<file path="src/rtl/irq_seq_pkg.sv">
package irq_seq_pkg;

  typedef enum logic [2:0] {
    ST_IDLE,
    ST_ACK,
    ST_PUSH_H,
    ST_PUSH_L,
    ST_VEC_L,
    ST_VEC_H,
    ST_FIN
  } seq_st_e;

  typedef enum logic [1:0] {
    RESP_INJ,
    RESP_RST,
    RESP_VEC
  } resp_e;

  // Value 3 is folded onto the restart response.
  function automatic resp_e decode_mode(input logic [1:0] m);
    case (m)
      2'd0:    return RESP_INJ;
      2'd2:    return RESP_VEC;
      default: return RESP_RST;
    endcase
  endfunction

endpackage

</file>
<file path="src/rtl/irq_accept.sv">
module irq_accept (
  input  logic clk,
  input  logic rst_n,
  input  logic irq_i,
  input  logic boundary_i,
  input  logic ien_set_i,
  input  logic ien_clr_i,
  input  logic idle_i,
  output logic start_o,
  output logic ie1_o,
  output logic ie2_o
);

  logic ie1_q, ie2_q;

  assign start_o = idle_i & boundary_i & irq_i & ie1_q;

  always_ff @(posedge clk) begin
    if (!rst_n) begin
      ie1_q <= 1'b0;
      ie2_q <= 1'b0;
    end else if (start_o || ien_clr_i) begin
      ie1_q <= 1'b0;
      ie2_q <= 1'b0;
    end else if (ien_set_i) begin
      ie1_q <= 1'b1;
      ie2_q <= 1'b1;
    end
  end

  assign ie1_o = ie1_q;
  assign ie2_o = ie2_q;

  AST_ACCEPT_CLEARS_FLAGS: assert property (@(posedge clk) disable iff (!rst_n)
    start_o |=> (!ie1_q && !ie2_q));

endmodule

</file>
<file path="src/rtl/irq_seq_ctrl.sv">
module irq_seq_ctrl
  import irq_seq_pkg::*;
#(
  parameter int ACK_CLKS = 6,
  parameter int MEM_CLKS = 3
) (
  input  logic    clk,
  input  logic    rst_n,
  input  logic    start_i,
  input  resp_e   resp_i,
  input  logic    boundary_i,
  output seq_st_e state_o,
  output resp_e   resp_o,
  output logic    last_o,
  output logic    pc_hold_o
);

  localparam int MAXC = (ACK_CLKS > MEM_CLKS) ? ACK_CLKS : MEM_CLKS;
  localparam int CW   = $clog2(MAXC) + 1;
  localparam logic [CW-1:0] ACK_LAST = CW'(ACK_CLKS - 1);
  localparam logic [CW-1:0] MEM_LAST = CW'(MEM_CLKS - 1);

  seq_st_e        st_q, st_d;
  resp_e          resp_q;
  logic [CW-1:0]  cnt_q;
  logic           hold_q;
  logic           last;

  always_comb begin
    case (st_q)
      ST_ACK:                                  last = (cnt_q == ACK_LAST);
      ST_PUSH_H, ST_PUSH_L, ST_VEC_L, ST_VEC_H: last = (cnt_q == MEM_LAST);
      default:                                 last = 1'b1;
    endcase
  end

  always_comb begin
    st_d = st_q;
    case (st_q)
      ST_IDLE:   if (start_i) st_d = ST_ACK;
      ST_ACK:    if (last) st_d = (resp_q == RESP_INJ) ? ST_FIN : ST_PUSH_H;
      ST_PUSH_H: if (last) st_d = ST_PUSH_L;
      ST_PUSH_L: if (last) st_d = (resp_q == RESP_VEC) ? ST_VEC_L : ST_FIN;
      ST_VEC_L:  if (last) st_d = ST_VEC_H;
      ST_VEC_H:  if (last) st_d = ST_FIN;
      ST_FIN:    st_d = ST_IDLE;
      default:   st_d = ST_IDLE;
    endcase
  end

  always_ff @(posedge clk) begin
    if (!rst_n) begin
      st_q   <= ST_IDLE;
      resp_q <= RESP_RST;
      cnt_q  <= '0;
    end else begin
      st_q  <= st_d;
      cnt_q <= (st_d != st_q) ? '0 : cnt_q + 1'b1;
      if (start_i) resp_q <= resp_i;
    end
  end

  // Frozen PC window for the injected instruction.
  always_ff @(posedge clk) begin
    if (!rst_n) begin
      hold_q <= 1'b0;
    end else if (st_q == ST_FIN && resp_q == RESP_INJ) begin
      hold_q <= 1'b1;
    end else if (st_q == ST_IDLE && boundary_i) begin
      hold_q <= 1'b0;
    end
  end

  assign state_o   = st_q;
  assign resp_o    = resp_q;
  assign last_o    = last;
  assign pc_hold_o = hold_q | (st_q == ST_FIN && resp_q == RESP_INJ);

  AST_START_ONLY_IDLE: assert property (@(posedge clk) disable iff (!rst_n)
    start_i |-> (st_q == ST_IDLE));
  AST_FIN_RETURNS_IDLE: assert property (@(posedge clk) disable iff (!rst_n)
    (st_q == ST_FIN) |=> (st_q == ST_IDLE));
  AST_ACK_LEAVES: assert property (@(posedge clk) disable iff (!rst_n)
    (st_q == ST_ACK && cnt_q == ACK_LAST) |=> (st_q != ST_ACK));

endmodule

</file>
<file path="src/rtl/irq_bus_drv.sv">
module irq_bus_drv
  import irq_seq_pkg::*;
#(
  parameter int          AW      = 16,
  parameter int          DW      = 8,
  parameter logic [AW-1:0] RST_VEC = 16'h0038
) (
  input  logic          clk,
  input  logic          rst_n,
  input  logic          start_i,
  input  seq_st_e       state_i,
  input  resp_e         resp_i,
  input  logic          last_i,
  input  logic [AW-1:0] pc_i,
  input  logic [AW-1:0] sp_i,
  input  logic [DW-1:0] page_i,
  input  logic [DW-1:0] rdata_i,
  output logic          ack_o,
  output logic          mem_rd_o,
  output logic          mem_wr_o,
  output logic [AW-1:0] addr_o,
  output logic [DW-1:0] wdata_o,
  output logic          done_o,
  output logic          pc_load_o,
  output logic [AW-1:0] pc_new_o,
  output logic [AW-1:0] sp_new_o,
  output logic          inj_valid_o,
  output logic [DW-1:0] inj_op_o
);

  logic [AW-1:0] pc_q, sp_q;
  logic [DW-1:0] page_q, ackb_q, lo_q, hi_q;
  logic [AW-1:0] ptr, ptr_p1, sp_m1, sp_m2;

  always_ff @(posedge clk) begin
    if (!rst_n) begin
      pc_q   <= '0;
      sp_q   <= '0;
      page_q <= '0;
      ackb_q <= '0;
      lo_q   <= '0;
      hi_q   <= '0;
    end else begin
      if (start_i) begin
        pc_q   <= pc_i;
        sp_q   <= sp_i;
        page_q <= page_i;
      end
      if (state_i == ST_ACK   && last_i) ackb_q <= rdata_i;
      if (state_i == ST_VEC_L && last_i) lo_q   <= rdata_i;
      if (state_i == ST_VEC_H && last_i) hi_q   <= rdata_i;
    end
  end

  generate
    if (AW > 2 * DW) begin : g_ptr_pad
      assign ptr = {{(AW - 2 * DW){1'b0}}, page_q, ackb_q};
    end else begin : g_ptr_cut
      logic [2*DW-1:0] ptr_full;
      assign ptr_full = {page_q, ackb_q};
      assign ptr      = ptr_full[AW-1:0];
    end
  endgenerate

  assign ptr_p1 = ptr + 1'b1;
  assign sp_m1  = sp_q - 1'b1;
  assign sp_m2  = sp_q - 2'd2;

  always_comb begin
    ack_o    = 1'b0;
    mem_rd_o = 1'b0;
    mem_wr_o = 1'b0;
    addr_o   = pc_q;
    wdata_o  = '0;
    case (state_i)
      ST_ACK: ack_o = 1'b1;
      ST_PUSH_H: begin
        mem_wr_o = 1'b1;
        addr_o   = sp_m1;
        wdata_o  = pc_q[AW-1 -: DW];
      end
      ST_PUSH_L: begin
        mem_wr_o = 1'b1;
        addr_o   = sp_m2;
        wdata_o  = pc_q[DW-1:0];
      end
      ST_VEC_L: begin
        mem_rd_o = 1'b1;
        addr_o   = ptr;
      end
      ST_VEC_H: begin
        mem_rd_o = 1'b1;
        addr_o   = ptr_p1;
      end
      default: ;
    endcase
  end

  always_comb begin
    case (resp_i)
      RESP_RST: pc_new_o = RST_VEC;
      RESP_VEC: pc_new_o = AW'({hi_q, lo_q});
      default:  pc_new_o = pc_q;
    endcase
  end

  assign done_o      = (state_i == ST_FIN);
  assign pc_load_o   = done_o && (resp_i != RESP_INJ);
  assign inj_valid_o = done_o && (resp_i == RESP_INJ);
  assign inj_op_o    = ackb_q;
  assign sp_new_o    = sp_m2;

  AST_ONE_STROBE: assert property (@(posedge clk) disable iff (!rst_n)
    $onehot0({ack_o, mem_rd_o, mem_wr_o}));
  AST_WDATA_STABLE: assert property (@(posedge clk) disable iff (!rst_n)
    (mem_wr_o && $past(mem_wr_o) && state_i == $past(state_i)) |-> $stable(wdata_o));
  AST_VEC_AFTER_READ: assert property (@(posedge clk) disable iff (!rst_n)
    (pc_load_o && resp_i == RESP_VEC) |-> ($past(state_i) == ST_VEC_H));

endmodule

</file>
<file path="src/rtl/irq_resp_seq.sv">
module irq_resp_seq
  import irq_seq_pkg::*;
#(
  parameter int            AW       = 16,
  parameter int            DW       = 8,
  parameter int            ACK_CLKS = 6,
  parameter int            MEM_CLKS = 3,
  parameter logic [AW-1:0] RST_VEC  = 16'h0038
) (
  input  logic          clk,
  input  logic          rst_n,
  input  logic          irq_i,
  input  logic          boundary_i,
  input  logic          ien_set_i,
  input  logic          ien_clr_i,
  input  logic [1:0]    mode_i,
  input  logic [DW-1:0] page_i,
  input  logic [AW-1:0] pc_i,
  input  logic [AW-1:0] sp_i,
  input  logic [DW-1:0] rdata_i,
  output logic          ack_o,
  output logic          mem_rd_o,
  output logic          mem_wr_o,
  output logic [AW-1:0] addr_o,
  output logic [DW-1:0] wdata_o,
  output logic          busy_o,
  output logic          done_o,
  output logic          pc_load_o,
  output logic [AW-1:0] pc_new_o,
  output logic [AW-1:0] sp_new_o,
  output logic          inj_valid_o,
  output logic [DW-1:0] inj_op_o,
  output logic          pc_hold_o,
  output logic          ie1_o,
  output logic          ie2_o
);

  seq_st_e state;
  resp_e   resp_q;
  logic    start, last;

  irq_accept u_accept (
    .clk        (clk),
    .rst_n      (rst_n),
    .irq_i      (irq_i),
    .boundary_i (boundary_i),
    .ien_set_i  (ien_set_i),
    .ien_clr_i  (ien_clr_i),
    .idle_i     (state == ST_IDLE),
    .start_o    (start),
    .ie1_o      (ie1_o),
    .ie2_o      (ie2_o)
  );

  irq_seq_ctrl #(
    .ACK_CLKS (ACK_CLKS),
    .MEM_CLKS (MEM_CLKS)
  ) u_ctrl (
    .clk        (clk),
    .rst_n      (rst_n),
    .start_i    (start),
    .resp_i     (decode_mode(mode_i)),
    .boundary_i (boundary_i),
    .state_o    (state),
    .resp_o     (resp_q),
    .last_o     (last),
    .pc_hold_o  (pc_hold_o)
  );

  irq_bus_drv #(
    .AW      (AW),
    .DW      (DW),
    .RST_VEC (RST_VEC)
  ) u_bus (
    .clk         (clk),
    .rst_n       (rst_n),
    .start_i     (start),
    .state_i     (state),
    .resp_i      (resp_q),
    .last_i      (last),
    .pc_i        (pc_i),
    .sp_i        (sp_i),
    .page_i      (page_i),
    .rdata_i     (rdata_i),
    .ack_o       (ack_o),
    .mem_rd_o    (mem_rd_o),
    .mem_wr_o    (mem_wr_o),
    .addr_o      (addr_o),
    .wdata_o     (wdata_o),
    .done_o      (done_o),
    .pc_load_o   (pc_load_o),
    .pc_new_o    (pc_new_o),
    .sp_new_o    (sp_new_o),
    .inj_valid_o (inj_valid_o),
    .inj_op_o    (inj_op_o)
  );

  assign busy_o = (state != ST_IDLE);

  AST_BUSY_NEEDS_GRANT: assert property (@(posedge clk) disable iff (!rst_n)
    $rose(busy_o) |-> $past(ie1_o && boundary_i && irq_i));
  AST_DONE_SINGLE: assert property (@(posedge clk) disable iff (!rst_n)
    done_o |=> !done_o);
  AST_HOLD_AFTER_INJ: assert property (@(posedge clk) disable iff (!rst_n)
    inj_valid_o |-> pc_hold_o);

endmodule

</file>
<file path="config.mk">
export PLATFORM = sky130hd
export DESIGN_NAME = irq_resp_seq
export DESIGN_NICKNAME = d
export VERILOG_FILES = /design/src/rtl/irq_seq_pkg.sv /design/src/rtl/irq_accept.sv /design/src/rtl/irq_seq_ctrl.sv /design/src/rtl/irq_bus_drv.sv /design/src/rtl/irq_resp_seq.sv
export SDC_FILE = /design/constraint.sdc
export NUM_CORES = 1
export LEC_CHECK = 0
export ABC_CLOCK_PERIOD_IN_PS = 4200
export BUFFER_PORTS_ARGS = -buffer_cell sky130_fd_sc_hd__buf_2
export CAP_MARGIN = 20
export CORE_MARGIN = 3
export CORE_UTILIZATION = 54
export DETAILED_ROUTE_END_ITERATION = 10
export HOLD_SLACK_MARGIN = 0.15
export PLACE_DENSITY = 0.86
export SLEW_MARGIN = 40
export SYNTH_ARGS = -nofsm -noshare
export SYNTH_HDL_FRONTEND = slang
export SYNTH_HIERARCHICAL = 1
export SYNTH_SLANG_ARGS = --single-unit
</file>
<file path="constraint.sdc">
create_clock -name clk -period 4.2 [get_ports clk]
set_clock_uncertainty 0.15 [all_clocks]
set_input_delay 0.84 -clock clk [delete_from_list [all_inputs] [get_ports clk]]
set_output_delay 0.84 -clock clk [all_outputs]
set_load 0.01 [all_outputs]
</file>
* After elaboration in Yosys (flattened, before gate mapping)
Cells that the tools add are included.
Widths: inputs -> output; s select.
** Cells by class
- Mux-type cells :: 19
- Bitwise operators :: 5
- Reduce and logical (&&, ||, !) cells :: 18
- Add/subtract/negate cells :: 4
- Magnitude comparators :: 0
- Equality and inequality tests :: 12
- Multiply operators :: 0
- Div/mod/pow operators :: 0
- Shifts and indexed selects :: 0
** Operators with widths (number)
- $pmux 16 s4 :: 1
- $pmux 16 s2 :: 1
- $mux 3 :: 7
- $pmux 3 s6 :: 1
- $add 16x1->16 const B :: 1
- $pmux 8 s2 :: 1
- $sub 16x1->16 const B :: 1
- $sub 16x2->16 const B :: 1
- $eq 3x3->1 const B :: 3
- $reduce_or 2->1 :: 4
- $eq 3x2->1 const B :: 2
- $logic_and 1x1->1 :: 6
- $mux 1 :: 5
- $add 4x1->4 const B :: 1
- $eq 2x2->1 const B :: 2
- $eq 4x2->1 const B :: 1
- $eq 4x3->1 const B :: 1
- $logic_not 2->1 :: 2
- $pmux 2 s2 :: 1
- $reduce_bool 2->1 :: 2
- $reduce_or 4->1 :: 1
- $and 1x1->1 :: 3
- $eq 3x1->1 const B :: 1
- $logic_not 3->1 :: 1
- 8 further kinds :: 8
** Word-level totals
- Memory bits (read-only) :: 0
- Bits in writable memories :: 0
- Input bits :: 56
- Register bits after elaboration :: 75
- Latch bits :: 0
- Output and inout port bits :: 74
- Memories kept :: 0

* Logic depth before layout (Yosys ltp)
- Word-level depth :: 8
- Mapped depth :: 8
- Depth with buffers taken out :: 7

* By module
The synthesis kept the hierarchy.
** By module, submodules not included
- irq_bus_drv :: seq. area each 1281.2 um2, times used 1, area an instance 4304.1 um2, cells each 530
- irq_seq_ctrl :: seq. area each 200.2 um2, times used 1, area an instance 541.8 um2, cells each 58
- irq_accept :: seq. area each 20.0 um2, times used 1, area an instance 57.6 um2, cells each 5
- irq_resp_seq :: seq. area each 0.0 um2, times used 1, area an instance 21.3 um2, cells each 4

* Least setup slack after synthesis
OpenSTA, ideal clock, no wires.
- Kind :: register to output
- From :: reg u_ctrl.st_q[1], in the netlist u_ctrl/state_o[1]
- To :: out addr_o[13]
- Path slack :: 1.457 ns
- Data arrival time :: 1.753 ns
- Stages on the path, launching flop included :: 8
- Path through :: dfxtp_1 -> inv_2 -> ha_1 -> buf_1 -> clkbuf_1 -> a21oi_1 -> a31oi_1 -> o221ai_1
** Between the ends
- Word-level cells in the longest chain between the ends :: 2
- Elaborated cells between the ends (all ways) :: 5
- Those cells by class :: eq/ne: 4; mux: 1
** RTL lines
- from (decl) :: RTL line irq_seq_ctrl.sv:23 : seq_st_e st_q, st_d;
- from (signal assigned) :: RTL line irq_seq_ctrl.sv:57 : st_q <= st_d;
- $eq 3x3->1 or $eq 3x2->1 (tied branches) :: RTL line irq_bus_drv.sv:75 : case (state_i)
- $pmux 16 s4 (*) :: RTL line irq_bus_drv.sv:75
- to (decl) :: RTL line irq_resp_seq.sv:24 : output logic [AW-1:0] addr_o,
Mark *: on every way between the ends. The rest lies on a longest branch, timed or not.

* Worst setup path in the final report
- From :: reg u_bus.sp_q[1]
- To :: out addr_o[9]
** Between the ends
- Word-level cells in the longest chain between the ends :: 2
- Elaborated cells between the ends (all ways) :: 3
- Those cells by class :: add/sub: 2; mux: 1
** RTL lines
- from (decl) :: RTL line irq_bus_drv.sv:31 : logic [AW-1:0] pc_q, sp_q;
- from (signal assigned) :: RTL line irq_bus_drv.sv:46 : sp_q <= sp_i;
- $sub 16x2->16 or $sub 16x1->16 (tied branches) :: RTL line irq_bus_drv.sv:67, irq_bus_drv.sv:66
- $pmux 16 s4 (*) :: RTL line irq_bus_drv.sv:75
Marks and branches as above.

==> run_results.csv <==
group,metric,value,unit
sta,setup_slack,0.7033,ns
clock_tree,clkSinkCount,75,
synth,yosysSeqAreaShare,30.49,%
sta,slew_violations,0,
final_layout,num-fill-cells,770,
route,detailroute.via_count,4813,
synth,synth_top_family_by_area,"simple AND/OR/NAND/NOR gates",
place,dp.cells,795,
worst_setup_path,worst_setup_path_start_kind,"flip-flop",
sta,final-setup-viol-count,0,
clock_tree,path_clk_slew,0.08,ns
grt,grt_pass1_vias,4482,
clock_tree,post_cts_resized,0,
route,wl_met3,1284,µm
worst_setup_path,endpoint_kind,"primary output",
place,port_buffers,129,
route,wl_met1,5749,µm
synth,synth_compound_area_share,13.92,%
sta,fin_crit_sh,83.25,%
place,post-dp-hpwl,10690,µm
grt,grt_overflow,0,
worst_setup_path,cp_data_arrival_time,2.51,ns
synth,yosys.area.top_type,"dfxtp_1",
grt,grt_pass1_wl,22130,µm
flow_run,maxCapViolCount,0,
synth,synth_seq_cells,75,
route,ant_nets,0,
final_layout,multi_input_area,3103,µm²
power,peakVddDrop,0.2368,mV
final_layout,layout-drive-gt1-share,25.04,%
synth,yosysWarningCount,6,
worst_setup_path,required,3.21,ns
synth,synthAdderAreaFrac,2.541,%
clock_tree,cts_tree,"built",
final_layout,fin_nets,764,
die,start_util,55.92,%
route,wl_met2,6639,µm
route,dr.pass1.iters,6,
die,core_area,8806,µm²
final_layout,num_antenna_cells,0,
route,wl,14210,µm
power,p_leak,2.305,nW
clock_tree,clockBufferDepth,2,
final_layout,register_area,1501,µm²
die,num_rows,34,
die,io_pins,130,
synth,synth-simple-area-share,27.39,%
synth,synth_cells,597,
grt,grt_usage,27.40,%
synth,synthDistinctLibCells,64,
clock_tree,cts_buffers,9,
final_layout,final_cells,811,
clock_tree,cts_root_buf,"clkbuf_8",
synth,synthTopCellsByArea,"dfxtp_1, mux2i_1, nand2_1",
synth,synth_flop_cell,"dfxtp_1",
place,pre_cts_ws,1.006,ns
synth,synth_edf_count,0,
worst_setup_path,cp_max_fo,7,
place,place_congestion,0.9395,
synth,syn_area,4925,µm²
sta,period_minus_slack,3.497,ns
clock_tree,clk_latency,0.36,ns
grt,grt_max_degree,71,
final_layout,finish.utilization,65.13,%
power,power.density,269.8,nW/µm²
sta,relSlewSlack,53.89,%
sta,worst_pin_slew,0.6916,ns
sta,hold_viol_final,0,
die,die_w,101.5,µm
sta,clock.fmax,286.0,MHz
sta,rsz0062_at_grt,"no",
route,dr.max_layer_used,"met4",
synth,synth-xor-area-share,7.444,%
synth,avgSynthCellArea,8.249,µm²
synth,syn_nets,663,
clock_tree,htree_levels,3,
status,status,"complete, no violations",
route,first_iter_violations,325,
die,chipHeight,101.5,µm
route,wl_per_cell,17.52,µm
synth,synthMuxAreaShare,11.56,%
die,die-area,10300,µm²
synth,synth.top_cell.area_share,30.49,%
clock_tree,holdBufCountCts,0,
hold_path,hp-class,"reg -> reg",
grt,antenna_found_initial,0,
clock_tree,post_cts_buffers,0,
synth,synthArstFlopShare,0,%
route,via_per_inst,5.935,
worst_setup_path,critPathKind,"reg -> out",
power,power,0.001548,W
route,drc,0,
sta,setup-tns-final,0,ns
final_layout,syn_to_final_growth,16.46,%
-- final cells by class --
cell class / instances / share of cell area [%]
multi-input combinational: 451 / 54.10
sequential: 75 / 26.18
timing repair buffer: 134 / 11.91
tap: 108 / 2.356
clock buffer: 9 / 2.160
inverter: 27 / 1.767
clock inverter: 7 / 1.527
-- cell families after synthesis --
group                    Yosys count
AND/OR/NAND/NOR                  244
AO/OA/AOI/OAI                    100
flip-flops                        75
buffers and inverters             71
multiplexers                      56
XOR/XNOR                          41
adder cells (fa/ha/maj)           10
-- cells in the final DEF (no fill, tap or decap), types with 18 or more instances in the layout --
master | synthesis | routed
a21oi_1 | 18 | 18
mux2i_1 | 51 | 51
nand3_1 | 30 | 30
nor2b_1 | 43 | 43
dfxtp_1 | 75 | 75
xnor2_1 | 22 | 22
inv_1 | 26 | 26
nand2_1 | 75 | 75
buf_2 | 11 | 129
nor2_1 | 35 | 34
xor2_1 | 18 | 18
o21ai_0 | 18 | 18
a21boi_0 | 24 | 24
-- metal layers --
| metal | GRT usage [%] | up-vias |
|---|---|---|
| met5 | 0 | - |
| met4 | 11.86 | 0 |
| met3 | 6.612 | 47 |
| met2 | 44.52 | 263 |
| met1 | 34.60 | 2243 |
| li1 | - | 2260 |
-- power by group --
part	internal (W)	switching [W]
logic	0.0000976	0.000107
clock network	0.000291	0.000311
registers	0.000721	0.0000196
-- synthesized netlist by cell type (5+ instances only) --
cell type  number
a21boi_0       24
a21oi_1        18
a221oi_1        5
a22oi_1         8
and2_1          5
buf_2          11
clkbuf_1       21
dfxtp_1        75
ha_1           10
inv_1          26
mux2i_1        51
nand2_1        75
nand3_1        30
nand4_1        12
nor2_1         35
nor2b_1        43
nor3_1          8
nor4_1          6
o21ai_0        18
xnor2_1        22
xor2_1         18
-- through the flow --
step	area (µm²)	hold slack [ns]
finish	5736	0.3186
global route	5736	0.3245
CTS	5728	0.3171
detailed placement	5517	0.3057
global placement	5517	0.3013
floorplan	4925	0.2853
-- registers in the layout (all words and copies together), names as in the netlist --
register	count
u_bus/hi_q	8
u_ctrl/state_o	3
u_ctrl/resp_o	2
u_bus/sp_q	16
u_ctrl/hold_q	1
u_bus/inj_op_o	8
u_bus/page_q	8
u_accept/ie2_o	1
u_ctrl/cnt_q	4
u_bus/pc_q	16
u_bus/lo_q	8
-- worst max-delay path, stage by stage, from the launching register on --
cell,delay [ns]
dfxtp_1,0.36
inv_1,0.14
ha_1,0.25
nor3b_2,0.44
nand3_1,0.16
xnor2_1,0.18
a221oi_1,0.37
a21oi_1,0.09
buf_2,0.16
-- worst paths after layout --
path	start	endpoint	slack (ns)	cells after the start
max	u_bus/sp_q[1]	addr_o[9]	0.70	8
min	u_bus/hi_q[3]	u_bus/hi_q[3]	0.32	2
max reg2reg	u_ctrl/state_o[2]	u_bus/hi_q[0]	1.79	6
min reg2reg	u_bus/hi_q[3]	u_bus/hi_q[3]	0.32	2
(Power assumes the default switching activity.)
